<file path="config.mk">
export PLATFORM = sky130hd
export DESIGN_NAME = trace_word_packer
export DESIGN_NICKNAME = d
export VERILOG_FILES = /design/src/rtl/trace_pack_pkg.sv /design/src/rtl/pkt_len_mask.sv /design/src/rtl/pkt_bit_accum.sv /design/src/rtl/trace_word_packer.sv
export SDC_FILE = /design/constraint.sdc
export NUM_CORES = 1
export LEC_CHECK = 0
export ABC_AREA = 1
export CORE_UTILIZATION = 60
export CTS_CLUSTER_SIZE = 16
export DETAILED_ROUTE_END_ITERATION = 16
export DONT_BUFFER_PORTS = 1
export PLACE_DENSITY = 0.77
export SLEW_MARGIN = 15
export SYNTH_ARGS = -nofsm -noshare
export SYNTH_HDL_FRONTEND = slang
export SYNTH_SLANG_ARGS = --single-unit
export TNS_END_PERCENT = 50
</file>
<file path="constraint.sdc">
create_clock -name clk -period 2.96 [get_ports clk]
set_input_delay 0.888 -clock clk [delete_from_list [all_inputs] [get_ports clk]]
set_output_delay 0.888 -clock clk [all_outputs]
set_load 0.02 [all_outputs]
</file>
<file path="src/rtl/trace_pack_pkg.sv">
package trace_pack_pkg;
   // bits needed to hold a value from 0 to n inclusive
   function automatic int range_bits(input int n);
      return (n < 1) ? 1 : $clog2(n + 1);
   endfunction
endpackage

</file>
<file path="src/rtl/pkt_len_mask.sv">
module pkt_len_mask #(
   parameter int WORD_W  = 32,
   parameter int LEN_W   = 6,
   parameter bit MASK_EN = 1'b1
) (
   input  logic [WORD_W-1:0] raw_data,
   input  logic [LEN_W-1:0]  raw_len,
   output logic [WORD_W-1:0] clean_data
);
   generate
      if (MASK_EN) begin : g_mask
         logic [WORD_W-1:0] keep;
         // shift by WORD_W yields zero, so keep becomes all ones
         assign keep       = ~({WORD_W{1'b1}} << raw_len);
         assign clean_data = raw_data & keep;
      end else begin : g_pass
         logic unused_len;
         assign unused_len = ^raw_len;
         assign clean_data = raw_data;
      end
   endgenerate
endmodule

</file>
<file path="src/rtl/pkt_bit_accum.sv">
module pkt_bit_accum #(
   parameter int WORD_W = 32,
   parameter int LEN_W  = 6
) (
   input  logic              clk,
   input  logic              rst_n,
   input  logic              take,
   input  logic [WORD_W-1:0] in_data,
   input  logic [LEN_W-1:0]  in_len,
   input  logic              flush_req,
   output logic              mem_we,
   output logic [WORD_W-1:0] mem_word,
   output logic              busy
);
   localparam int ACC_W = 2 * WORD_W;
   localparam int CNT_W = $clog2(ACC_W);
   localparam logic [CNT_W-1:0] WORD_CNT = CNT_W'(WORD_W);

   logic [ACC_W-1:0] acc_q;
   logic [CNT_W-1:0] cnt_q;
   logic             busy_q, we_q;
   logic [WORD_W-1:0] word_q;

   logic [ACC_W-1:0] acc_next;
   logic [CNT_W-1:0] cnt_sum;

   always_comb begin
      acc_next = acc_q;
      cnt_sum  = cnt_q;
      if (take) begin
         acc_next = acc_q | ({{WORD_W{1'b0}}, in_data} << cnt_q);
         cnt_sum  = cnt_q + CNT_W'(in_len);
      end
   end

   always_ff @(posedge clk or negedge rst_n) begin
      if (!rst_n) begin
         acc_q  <= '0;
         cnt_q  <= '0;
         busy_q <= 1'b0;
         we_q   <= 1'b0;
         word_q <= '0;
      end else if (busy_q) begin
         // drain cycle: upper bits of acc_q are zero by invariant
         we_q   <= (cnt_q != '0);
         word_q <= acc_q[WORD_W-1:0];
         acc_q  <= '0;
         cnt_q  <= '0;
         busy_q <= 1'b0;
      end else begin
         busy_q <= flush_req;
         if (cnt_sum >= WORD_CNT) begin
            we_q   <= 1'b1;
            word_q <= acc_next[WORD_W-1:0];
            acc_q  <= acc_next >> WORD_W;
            cnt_q  <= cnt_sum - WORD_CNT;
         end else begin
            we_q   <= 1'b0;
            acc_q  <= acc_next;
            cnt_q  <= cnt_sum;
         end
      end
   end

   assign mem_we   = we_q;
   assign mem_word = word_q;
   assign busy     = busy_q;

   // held count never reaches a full word after an edge
   p_no_overflow_r3: assert property (@(posedge clk) disable iff (!rst_n)
      cnt_q < WORD_CNT);
   // drain lasts exactly one cycle
   p_busy_single_r4: assert property (@(posedge clk) disable iff (!rst_n)
      busy_q |=> !busy_q);
   // a drain with held bits writes them
   p_flush_writes_r4: assert property (@(posedge clk) disable iff (!rst_n)
      (busy_q && cnt_q != '0) |=> mem_we);
   // a drain with nothing held writes nothing
   p_empty_flush_r5: assert property (@(posedge clk) disable iff (!rst_n)
      (busy_q && cnt_q == '0) |=> !mem_we);
   // nothing is taken while draining, so the drain leaves the accumulator empty
   p_hold_busy_r6: assert property (@(posedge clk) disable iff (!rst_n)
      busy_q |=> (cnt_q == '0));
endmodule

</file>
<file path="src/rtl/trace_word_packer.sv">
module trace_word_packer
   import trace_pack_pkg::*;
#(
   parameter int WORD_W  = 32,
   parameter bit MASK_EN = 1'b1,
   localparam int LEN_W  = range_bits(WORD_W)
) (
   input  logic              clk,
   input  logic              rst_n,
   input  logic              pkt_valid,
   input  logic [WORD_W-1:0] pkt_data,
   input  logic [LEN_W-1:0]  pkt_len,
   input  logic              flush_req,
   output logic              mem_we,
   output logic [WORD_W-1:0] mem_word,
   output logic              busy
);
   generate
      if (WORD_W < 2) begin : g_bad_width
         $error("trace_word_packer: WORD_W must be at least 2");
      end
   endgenerate

   logic [WORD_W-1:0] clean_data;
   logic              take;

   assign take = pkt_valid && !busy;

   pkt_len_mask #(.WORD_W(WORD_W), .LEN_W(LEN_W), .MASK_EN(MASK_EN)) u_mask (
      .raw_data   (pkt_data),
      .raw_len    (pkt_len),
      .clean_data (clean_data)
   );

   pkt_bit_accum #(.WORD_W(WORD_W), .LEN_W(LEN_W)) u_accum (
      .clk       (clk),
      .rst_n     (rst_n),
      .take      (take),
      .in_data   (clean_data),
      .in_len    (pkt_len),
      .flush_req (flush_req),
      .mem_we    (mem_we),
      .mem_word  (mem_word),
      .busy      (busy)
   );

   // length never exceeds the word width while a packet is offered
   p_len_range_r1: assert property (@(posedge clk) disable iff (!rst_n)
      pkt_valid |-> (int'(pkt_len) <= WORD_W));
endmodule

</file>
# Word level (Yosys, flattened, before mapping)
# Index checks and enable logic that the tools add are counted.
dict set report classes {
  order_cmp 1
  muxes 11
  n_bitwise 3
  shift 2
  addsub 2
  reduce_logical 4
}
# cell count
set ops {}
lappend ops {{$mux 64} 3}
lappend ops {{$mux 32} 2}
lappend ops {{$or 64x64->64} 1}
lappend ops {{$shl 32x6->64} 1}
lappend ops {{$and 32x32->32} 1}
lappend ops {{$not 32->32} 1}
lappend ops {{$shl 32x6->32 const A} 1}
lappend ops {{$mux 6} 3}
lappend ops {{$add 6x6->6} 1}
lappend ops {{$ge 6x6->1 const B} 1}
lappend ops {{$reduce_bool 6->1} 1}
lappend ops {{$sub 6x6->6 const B} 1}
lappend ops {{$mux 1} 3}
lappend ops {{$reduce_bool 2->1} 1}
lappend ops {{$logic_and 1x1->1} 1}
lappend ops {{$logic_not 1->1} 1}
dict set report word_totals {
  ff_bits 104
  out_inout_bits 34
  wordCells 28
  input_bits 42
}

# Depth between registers and ports, before layout
# Gate-level depths: netlist (run 1).
dict set report logic_depth {
  word_depth 8
  ltp_mapped 16
  depth_no_buf 14
}

# Hierarchy
# From an unflattened synthesis (run 1), not the netlist that was laid out.
dict set report unflattened {
  hier_cells 1188
  hier_area_um2 7674.9
}
# mod instances seq_area_each_um2 area_each_um2 cells_per_inst
set modules_own_cells {}
lappend modules_own_cells {pkt_bit_accum 1 2602.5 7190.6 1083}
lappend modules_own_cells {pkt_len_mask 1 0.0 474.2 103}
lappend modules_own_cells {trace_word_packer 1 0.0 10.0 2}

# Worst setup path after synthesis (run 1)
# No wires, ideal clock.
dict set report synth_timing {
  kind {input port to flip-flop}
  from {input pkt_len[2]}
  to {register u_accum.we_q, in the netlist u_accum.mem_we}
  t_arrival_ns 2.558
  n_path_buf 2
  path_slack_ns 0.271
  stages 15
  required_ns 2.829
  setup_ns 0.131
  path_cell_list {ha_1 a21oi_1 nand2_1 nand2_1 nand2_1 a21oi_1 nor2_1 nor2_1 nand2_1 xor2_2 nand2_4 inv_2 buf_6 buf_4 a21oi_1}
}
dict set report synth_between {
  elab_chain_cells 5
}
# item line
set synth_lines {}
lappend synth_lines {{start, declared} trace_word_packer.sv:12} ;# input logic [LEN_W-1:0] pkt_len,
lappend synth_lines {{$add 6x6->6} pkt_bit_accum.sv:32} ;# cnt_sum = cnt_q + CNT_W'(in_len);
lappend synth_lines {{$mux 6} pkt_bit_accum.sv:30} ;# if (take) begin
lappend synth_lines {{$ge 6x6->1} pkt_bit_accum.sv:52} ;# if (cnt_sum >= WORD_CNT) begin
lappend synth_lines {{$mux 1} pkt_bit_accum.sv:52}
lappend synth_lines {{$mux 1} pkt_bit_accum.sv:43} ;# end else if (busy_q) begin
lappend synth_lines {{end signal, assigned} pkt_bit_accum.sv:45} ;# we_q <= (cnt_q != '0);
lappend synth_lines {{end, declared} pkt_bit_accum.sv:21} ;# logic busy_q, we_q;
# Every way passes these cells.
# A chain may end at the register's enable or synchronous reset.

# Final worst setup path (run 1)
dict set report layout_timing {
  from {input pkt_len[2]}
  to {register u_accum.acc_q[4]}
}
dict set report layout_between {
  elab_chain_cells 8
  elab_cells_between_ends 11
  cone_classes {1 x add/sub; 1 x order compare; 2 x shift; 4 x mux; 3 x bitwise}
}
# item line
set layout_lines {}
lappend layout_lines {{$shl 32x6->32} pkt_len_mask.sv:14} ;# assign keep = ~({WORD_W{1'b1}} << raw_len);
lappend layout_lines {{$not 32->32} pkt_len_mask.sv:14}
lappend layout_lines {{$and 32x32->32} pkt_len_mask.sv:15} ;# assign clean_data = raw_data & keep;
lappend layout_lines {{$shl 32x6->64} pkt_bit_accum.sv:31} ;# acc_next = acc_q | ({{WORD_W{1'b0}}, in_data} << cnt_q);
lappend layout_lines {{$or 64x64->64} pkt_bit_accum.sv:31}
lappend layout_lines {{$mux 64} pkt_bit_accum.sv:30}
lappend layout_lines {{$mux 64 *} pkt_bit_accum.sv:52}
lappend layout_lines {{$mux 64 *} pkt_bit_accum.sv:43}
lappend layout_lines {{end signal, assigned} pkt_bit_accum.sv:55} ;# acc_q <= acc_next >> WORD_W;
lappend layout_lines {{end signal, assigned} pkt_bit_accum.sv:59} ;# acc_q <= acc_next;
lappend layout_lines {{end, declared} pkt_bit_accum.sv:19} ;# logic [ACC_W-1:0] acc_q;
# Every way passes the cells marked *; elsewhere a longest branch is shown, timed or not.

==> flow_summary_export.csv, run 1 <==
group,metric,value,unit
floorplanning,io_pins,76,
floorplanning,die_area,12800,um^2
synth,yosys-top-cells-count,"nand2_1, nand3_1, dfrtp_1",
synth,synth_ff_type,"dfrtp_1",
routing,vias_per_cell,6.07,
worst_setup_path,rrSetupSlack,0.51,ns
routing,antenna_left,0,
worst_setup_path,cp_common_cell,"nand2_1",
layout,fin_nets,1186,
clock_tree,ctsResizeCount,0,
synth,yosysMostFrequentCell,"nand2_1",
worst_setup_path,cp_max_fo,31,
pwr,power,5.48,mW
layout,drive_above_1_share,5.00,%
worst_setup_path,arrival,2.78,ns
worst_setup_path,r2r_end,"u_accum.mem_word[22]",
timing,min_period,2.49,ns
timing,finalSetupViolCount,0,
pwr,ir_worst_vdd,0.472,mV
clock_tree,cts_max_level,3,
routing,vias,7823,
clock_tree,cts_tree,"yes",
clock_tree,hold_buffers,0,
synth,synth_cells,1164,
timing,slew_violations,0,
placed_design,io_buffers,0,
routing,drc_errors,0,
timing,tightest_slew,0.720,ns
synth,synth_seq_cells,104,
clock_tree,cts_made_buffers,9,
routing,routed_wl,22.9,mm
worst_setup_path,worstSetupEndpoint,"u_accum.acc_q[4]",
hold_path,hold_path.class,"input pin to asynchronous set/reset pin",
clock_tree,clock_latency,0.36,ns
synth,synth_top_area_share,35.1,%
worst_setup_path,worstSetupEndpointType,"flop",
worst_setup_path,crit_chain,"ha_1 -> a21oi_1 -> nand2_1 -> nand2_1 -> nand2_1 -> a21oi_1 -> nor2_1 -> nor2_1 -> nand2_1 -> xor2_2 -> nand2_4 -> inv_2 -> buf_12 -> nand2_1 -> nand2_1",
worst_setup_path,crit_start,"pkt_len[2]",
timing,finalHoldViolations,0,
timing,max_clock_freq,402,MHz
clock_tree,root_buffer,"clkbuf_16",
grt,grt_pass1_wl,36.5,mm
timing,rsz0062_at_grt,"false",
floorplanning,start_util,61.7,%
timing,maxSlewHeadroom,52.0,%
job,cap_violations,0,
timing,final.setup_skew,0.00695,ns
pwr,powerDensity,698,nW/um^2
floorplanning,die_w,113,um
worst_setup_path,r2r-start,"u_accum.cnt_q[1]",
layout,area_delta_synth_final,6.10,%
layout,fillers,1129,
synth,ys_seq_area_share,35.1,%
routing,drt_iter0_drc,952,
synth,synth_async_sr_flop_share,100,%
synth,synth_top_area_cell,"dfrtp_1",
routing,wl_per_cell,17.7,um
grt,grt_max_degree,105,
worst_setup_path,path_class,"input pin to flop",
layout,antennaDiodeCount,0,
synth,synth_edf_count,0,
timing,period_share,84.1,%
synth,syn_area,7410,um^2
layout,multi_input_area,4200,um^2
clock_tree,path_clk_slew,0.07,ns
floorplanning,num_rows,40,
clock_tree,clock-sinks,104,
placed_design,place_congestion,1.02,
worst_setup_path,required,3.25,ns
grt,grt_pass1_vias,7181,
outcome,status,"completed",
grt,overflow,0,
clock_tree,clock_path_buffers,2,
worst_setup_path,max_stage_delay,0.33,ns
timing,tns,0,ns
worst_setup_path,cp-start-kind,"input pin",
synth,synthTopCellsByArea,"dfrtp_1, nand2_1, nand3_1, a21oi_1, inv_1",
pwr,power.leakage,4.15,nW
floorplanning,coreArea,12000,um^2
synth,synth_warnings,0,
clock_tree,cts_setup_buffers,0,
routing,drt_first_pass_iters,6,
grt,antenna_found_initial,0,
grt,grt_use_total,37.1,%
synth,avgSynthCellArea,6.36,um^2
synth,syn-num-nets,1212,
placed_design,hpwlAfterDp,17.1,mm
synth,yosysUniqueCellTypes,34,
layout,final-seq-area,2600,um^2
floorplanning,fp.dieH,113,um
worst_setup_path,slowest_stage,"ha_1",
worst_setup_path,reg2reg_depth,11,
-- critical path, delay by kind of cell --
| kind | cells | cell delay, ns |
|---|---|---|
| AND/OR/NAND/NOR | 9 | 0.66 |
| AO/OA/AOI/OAI | 2 | 0.31 |
| XOR/XNOR | 1 | 0.24 |
| adder cells (fa/ha/maj) | 1 | 0.33 |
| buffers and inverters | 2 | 0.32 |
-- cell families (layout without fill, tap and decap cells) --
kind of cell / Yosys count / count (layout) / synth area share [%]
xor+xnor: 4 / 4 / 0.574
compound gates: 92 / 92 / 7.04
flops: 104 / 104 / 35.1
fa+ha+maj: 6 / 6 / 1.11
other cells: 1 / 1 / 0.0506
simple gates: 807 / 807 / 47.9
buf+inv: 150 / 127 / 8.19
-- how the worst min path moves through the flow --
| stage | startpoint | endpoint | slack, ns | depth (start not counted) |
|---|---|---|---|---|
| 2_1_floorplan | u_accum.acc_q[32] | u_accum.acc_q[32] | 0.48 | 2 |
| 3_3_place_gp | u_accum.acc_q[46] | u_accum.acc_q[46] | 0.50 | 2 |
| 3_5_place_dp | u_accum.acc_q[46] | u_accum.acc_q[46] | 0.50 | 2 |
| 4_1_cts | rst_n | u_accum.acc_q[44] | 0.21 | 0 |
| 5_1_grt | rst_n | u_accum.acc_q[44] | 0.21 | 0 |
| 6_report | rst_n | u_accum.acc_q[44] | 0.22 | 0 |
-- final cells by class --
cell class / count / share of cell area (%)
clock buffers: 10 / 3.04
clock inverters: 4 / 0.669
inverters: 84 / 4.01
multi-input cells: 910 / 53.4
flip-flops and latches: 104 / 33.1
well taps: 147 / 2.34
repair buffers: 29 / 3.41
-- report_power, final --
group	switching, mW	internal (mW)	leakage (nW)
sequential	0.279	1.67	1.40
combinational	1.64	0.708	2.60
clock	0.523	0.674	0.145
total	2.44	3.05	4.15
-- state kept, by name (all words and copies together), names as in the netlist --
name              flops
u_accum.acc_q        64
u_accum.mem_word     32
u_accum.mem_we        1
u_accum.cnt_q         6
u_accum.busy          1
-- layer usage --
layer / GRT usage (%) / part of all wire [%]
met5: 0 / 0
met4: 13.7 / 3.4
met3: 8.25 / 8.3
met1: 49.9 / 43
met2: 58.6 / 45
-- placed cells by master (no fill, tap or decap), drive strengths merged --
cell / instances
a31oi: 1
o21ai: 11
a211oi: 2
nor2: 35
clkbuf: 10
ha: 5
a21boi: 2
o21a: 1
inv: 82
o21bai: 18
a21oi: 56
dfrtp: 104
nand2: 425
nand4: 35
bufinv: 1
conb: 1
xor2: 3
xnor2: 1
nand3: 311
buf: 29
fa: 1
nor4: 1
clkinv: 5
o31ai: 1
-- per-stage QoR --
| step | utilization, % | hold slack, ns | cells | instance area [um^2] | worst slack, ns |
|---|---|---|---|---|---|
| after floorplan | - | 0.481 | 1164 | 7410 | 0.271 |
| after global placement | 63.0 | 0.496 | 1274 | 7570 | 0.180 |
| after detailed placement | 63.0 | 0.503 | 1274 | 7570 | 0.0936 |
| after CTS | 65.4 | 0.214 | 1288 | 7860 | 0.455 |
| after global routing | 65.4 | 0.206 | 1288 | 7860 | 0.230 |
| final | 65.4 | 0.222 | 1288 | 7860 | 0.470 |
Power figures use the tool's default switching activity.
==> inputs of run 2 (changes only) <==
==> constraint.sdc (replaced) <==
create_clock -name clk -period 2.38 [get_ports clk]
set_input_delay 0.714 -clock clk [delete_from_list [all_inputs] [get_ports clk]]
set_output_delay 0.714 -clock clk [all_outputs]
set_load 0.02 [all_outputs]
==> flow_summary_export.csv, run 2 (synthesis results as in run 1) <==
group,metric,value,unit
outcome,status,"completed",
floorplanning,start_util,61.7,%
floorplanning,io_pins,76,
placed_design,place_ws,-0.133,ns
timing,tns,0,ns
timing,min_period,2.26,ns
clock_tree,root_buffer,"clkbuf_16",
layout,fin_area,8190,um^2
layout,fin_nets,1211,
layout,area_delta_synth_final,10.6,%
floorplanning,die_area,12800,um^2
worst_setup_path,cp_top_family,"simple AND/OR/NAND/NOR gates",
routing,vias,7957,
routing,drc_errors,0,
layout,largest-register,"u_accum.acc_q",
layout,antennaDiodeCount,0,
worst_setup_path,slowest_stage,"dfrtp_1",
layout,drive_above_1_share,8.13,%
clock_tree,cts_max_level,3,
floorplanning,fp.dieH,113,um
routing,wl_per_cell,18.0,um
clock_tree,path_clk_slew,0.08,ns
clock_tree,clock_latency,0.36,ns
pwr,power.leakage,4.31,nW
timing,finalHoldViolations,0,
clock_tree,clock-sinks,104,
worst_setup_path,cp_max_fo,8,
clock_tree,clock_path_buffers,2,
timing,slew_violations,0,
floorplanning,num_rows,40,
worst_setup_path,cp_common_cell,"nand2_1",
layout,final_common_cell,"nand2_1",
timing,final.setup_skew,0.00896,ns
clock_tree,hold_buffers,0,
placed_design,place_congestion,1.08,
worst_setup_path,required,2.63,ns
layout,most-common-layout-cells,"nand2_1, nand3_1, dfrtp_1",
layout,final_cells,1315,
worst_setup_path,path_class,"flop to flop",
routing,drt_iter0_drc,896,
pwr,power,7.03,mW
worst_setup_path,path_buf_inv,3,
floorplanning,coreArea,12000,um^2
timing,rsz0062_at_grt,"true",
grt,antenna_found_initial,0,
worst_setup_path,arrival,2.51,ns
routing,antenna_left,0,
grt,grt_use_total,37.4,%
grt,grt_pass1_wl,37.0,mm
routing,drt_first_pass_iters,6,
placed_design,placed_cells,1294,
clock_tree,cts_tree,"yes",
layout,largest_reg_flops,64,
grt,grt_max_degree,105,
pwr,powerDensity,859,nW/um^2
placed_design,placed_cell_area,7780,um^2
hold_path,hold_path.class,"input pin to asynchronous set/reset pin",
worst_setup_path,cp-start-kind,"flop",
clock_tree,cts_made_buffers,9,
job,cap_violations,0,
placed_design,io_buffers,0,
timing,finalSetupViolCount,0,
timing,post-route-worst-setup-slack,0.120,ns
worst_setup_path,worstSetupEndpointType,"flop",
floorplanning,die_w,113,um
routing,routed_wl,23.7,mm
worst_setup_path,max_stage_delay,0.41,ns
timing,period_share,95.0,%
pwr,ir_worst_vdd,0.552,mV
worst_setup_path,crit_chain,"ha_4 -> a21oi_2 -> nand2_1 -> nand2_1 -> nand2_1 -> a21oi_2 -> nor2_1 -> nor2_1 -> nand2_1 -> xor2_2 -> buf_4 -> nor2_4 -> buf_12 -> clkbuf_16 -> nand2_1 -> nand2_1",
grt,grt_pass1_vias,7379,
grt,overflow,0,
routing,vias_per_cell,6.05,
timing,max_clock_freq,442,MHz
placed_design,hpwlAfterDp,17.4,mm
[run 2: timing repair]
item,in CTS,in global routing
gates resized for setup,0,10
endpoints found under the hold margin,0,0
setup endpoints to repair,0,48
setup buffers,0,2
[run 2: layout make-up]
class	instances	area, um^2
multi-input cells	910	4240
flip-flops and latches	104	2600
clock buffers	9	225
fillers	1117	3820
well taps	147	184
inverters	84	315
clock inverters	7	63.8
repair buffers	54	557
[run 2: stage by stage]
stage | utilization (%) | hold slack (ns)
finish | 68.2 | 0.0438
global placement | 64.8 | 0.420
floorplan | - | 0.418
global route | 68.2 | 0.0392
CTS | 67.2 | 0.0392
detailed placement | 64.8 | 0.420
[run 2: worst register-to-register path, cell delays in order (launching register included)]
cell and delay (ns):
dfrtp_1 0.41, ha_4 0.23, a21oi_2 0.11, nand2_1 0.08, nand2_1 0.07, nand2_1 0.06, a21oi_2 0.14, nor2_1 0.05
nor2_1 0.08, nand2_1 0.09, xor2_2 0.20, buf_4 0.16, nor2_4 0.04, buf_12 0.14, clkbuf_16 0.17, nand2_1 0.06
nand2_1 0.07
[run 2: worst paths after layout]
path / slack [ns] / start / endpoint / depth (start not counted)
min reg2reg: 0.52 / u_accum.acc_q[35] / u_accum.acc_q[35] / 2
min in group clk: 0.43 / pkt_valid / u_accum.cnt_q[4] / 1
max: 0.12 / u_accum.cnt_q[2] / u_accum.acc_q[6] / 16
max in group asynchronous: 2.17 / rst_n / u_accum.acc_q[38] / 0
min: 0.04 / rst_n / u_accum.acc_q[40] / 0
max reg2reg: 0.12 / u_accum.cnt_q[2] / u_accum.acc_q[6] / 16
[run 2: layer usage]
layer / track usage [%] / wire (um) / vias to the layer above
li1: - / - / 3853
met1: 49.5 / 9720 / 3667
met2: 58.4 / 10900 / 350
met3: 7.34 / 1970 / 87
met4: 19.0 / 1160 / 0
met5: 0 / 0 / -
[run 2: report_power, final]
group / total, mW / internal [mW] / switching (mW)
registers: 2.41 / 2.07 / 0.343
clock network: 1.47 / 0.732 / 0.734
logic: 3.15 / 1.03 / 2.12
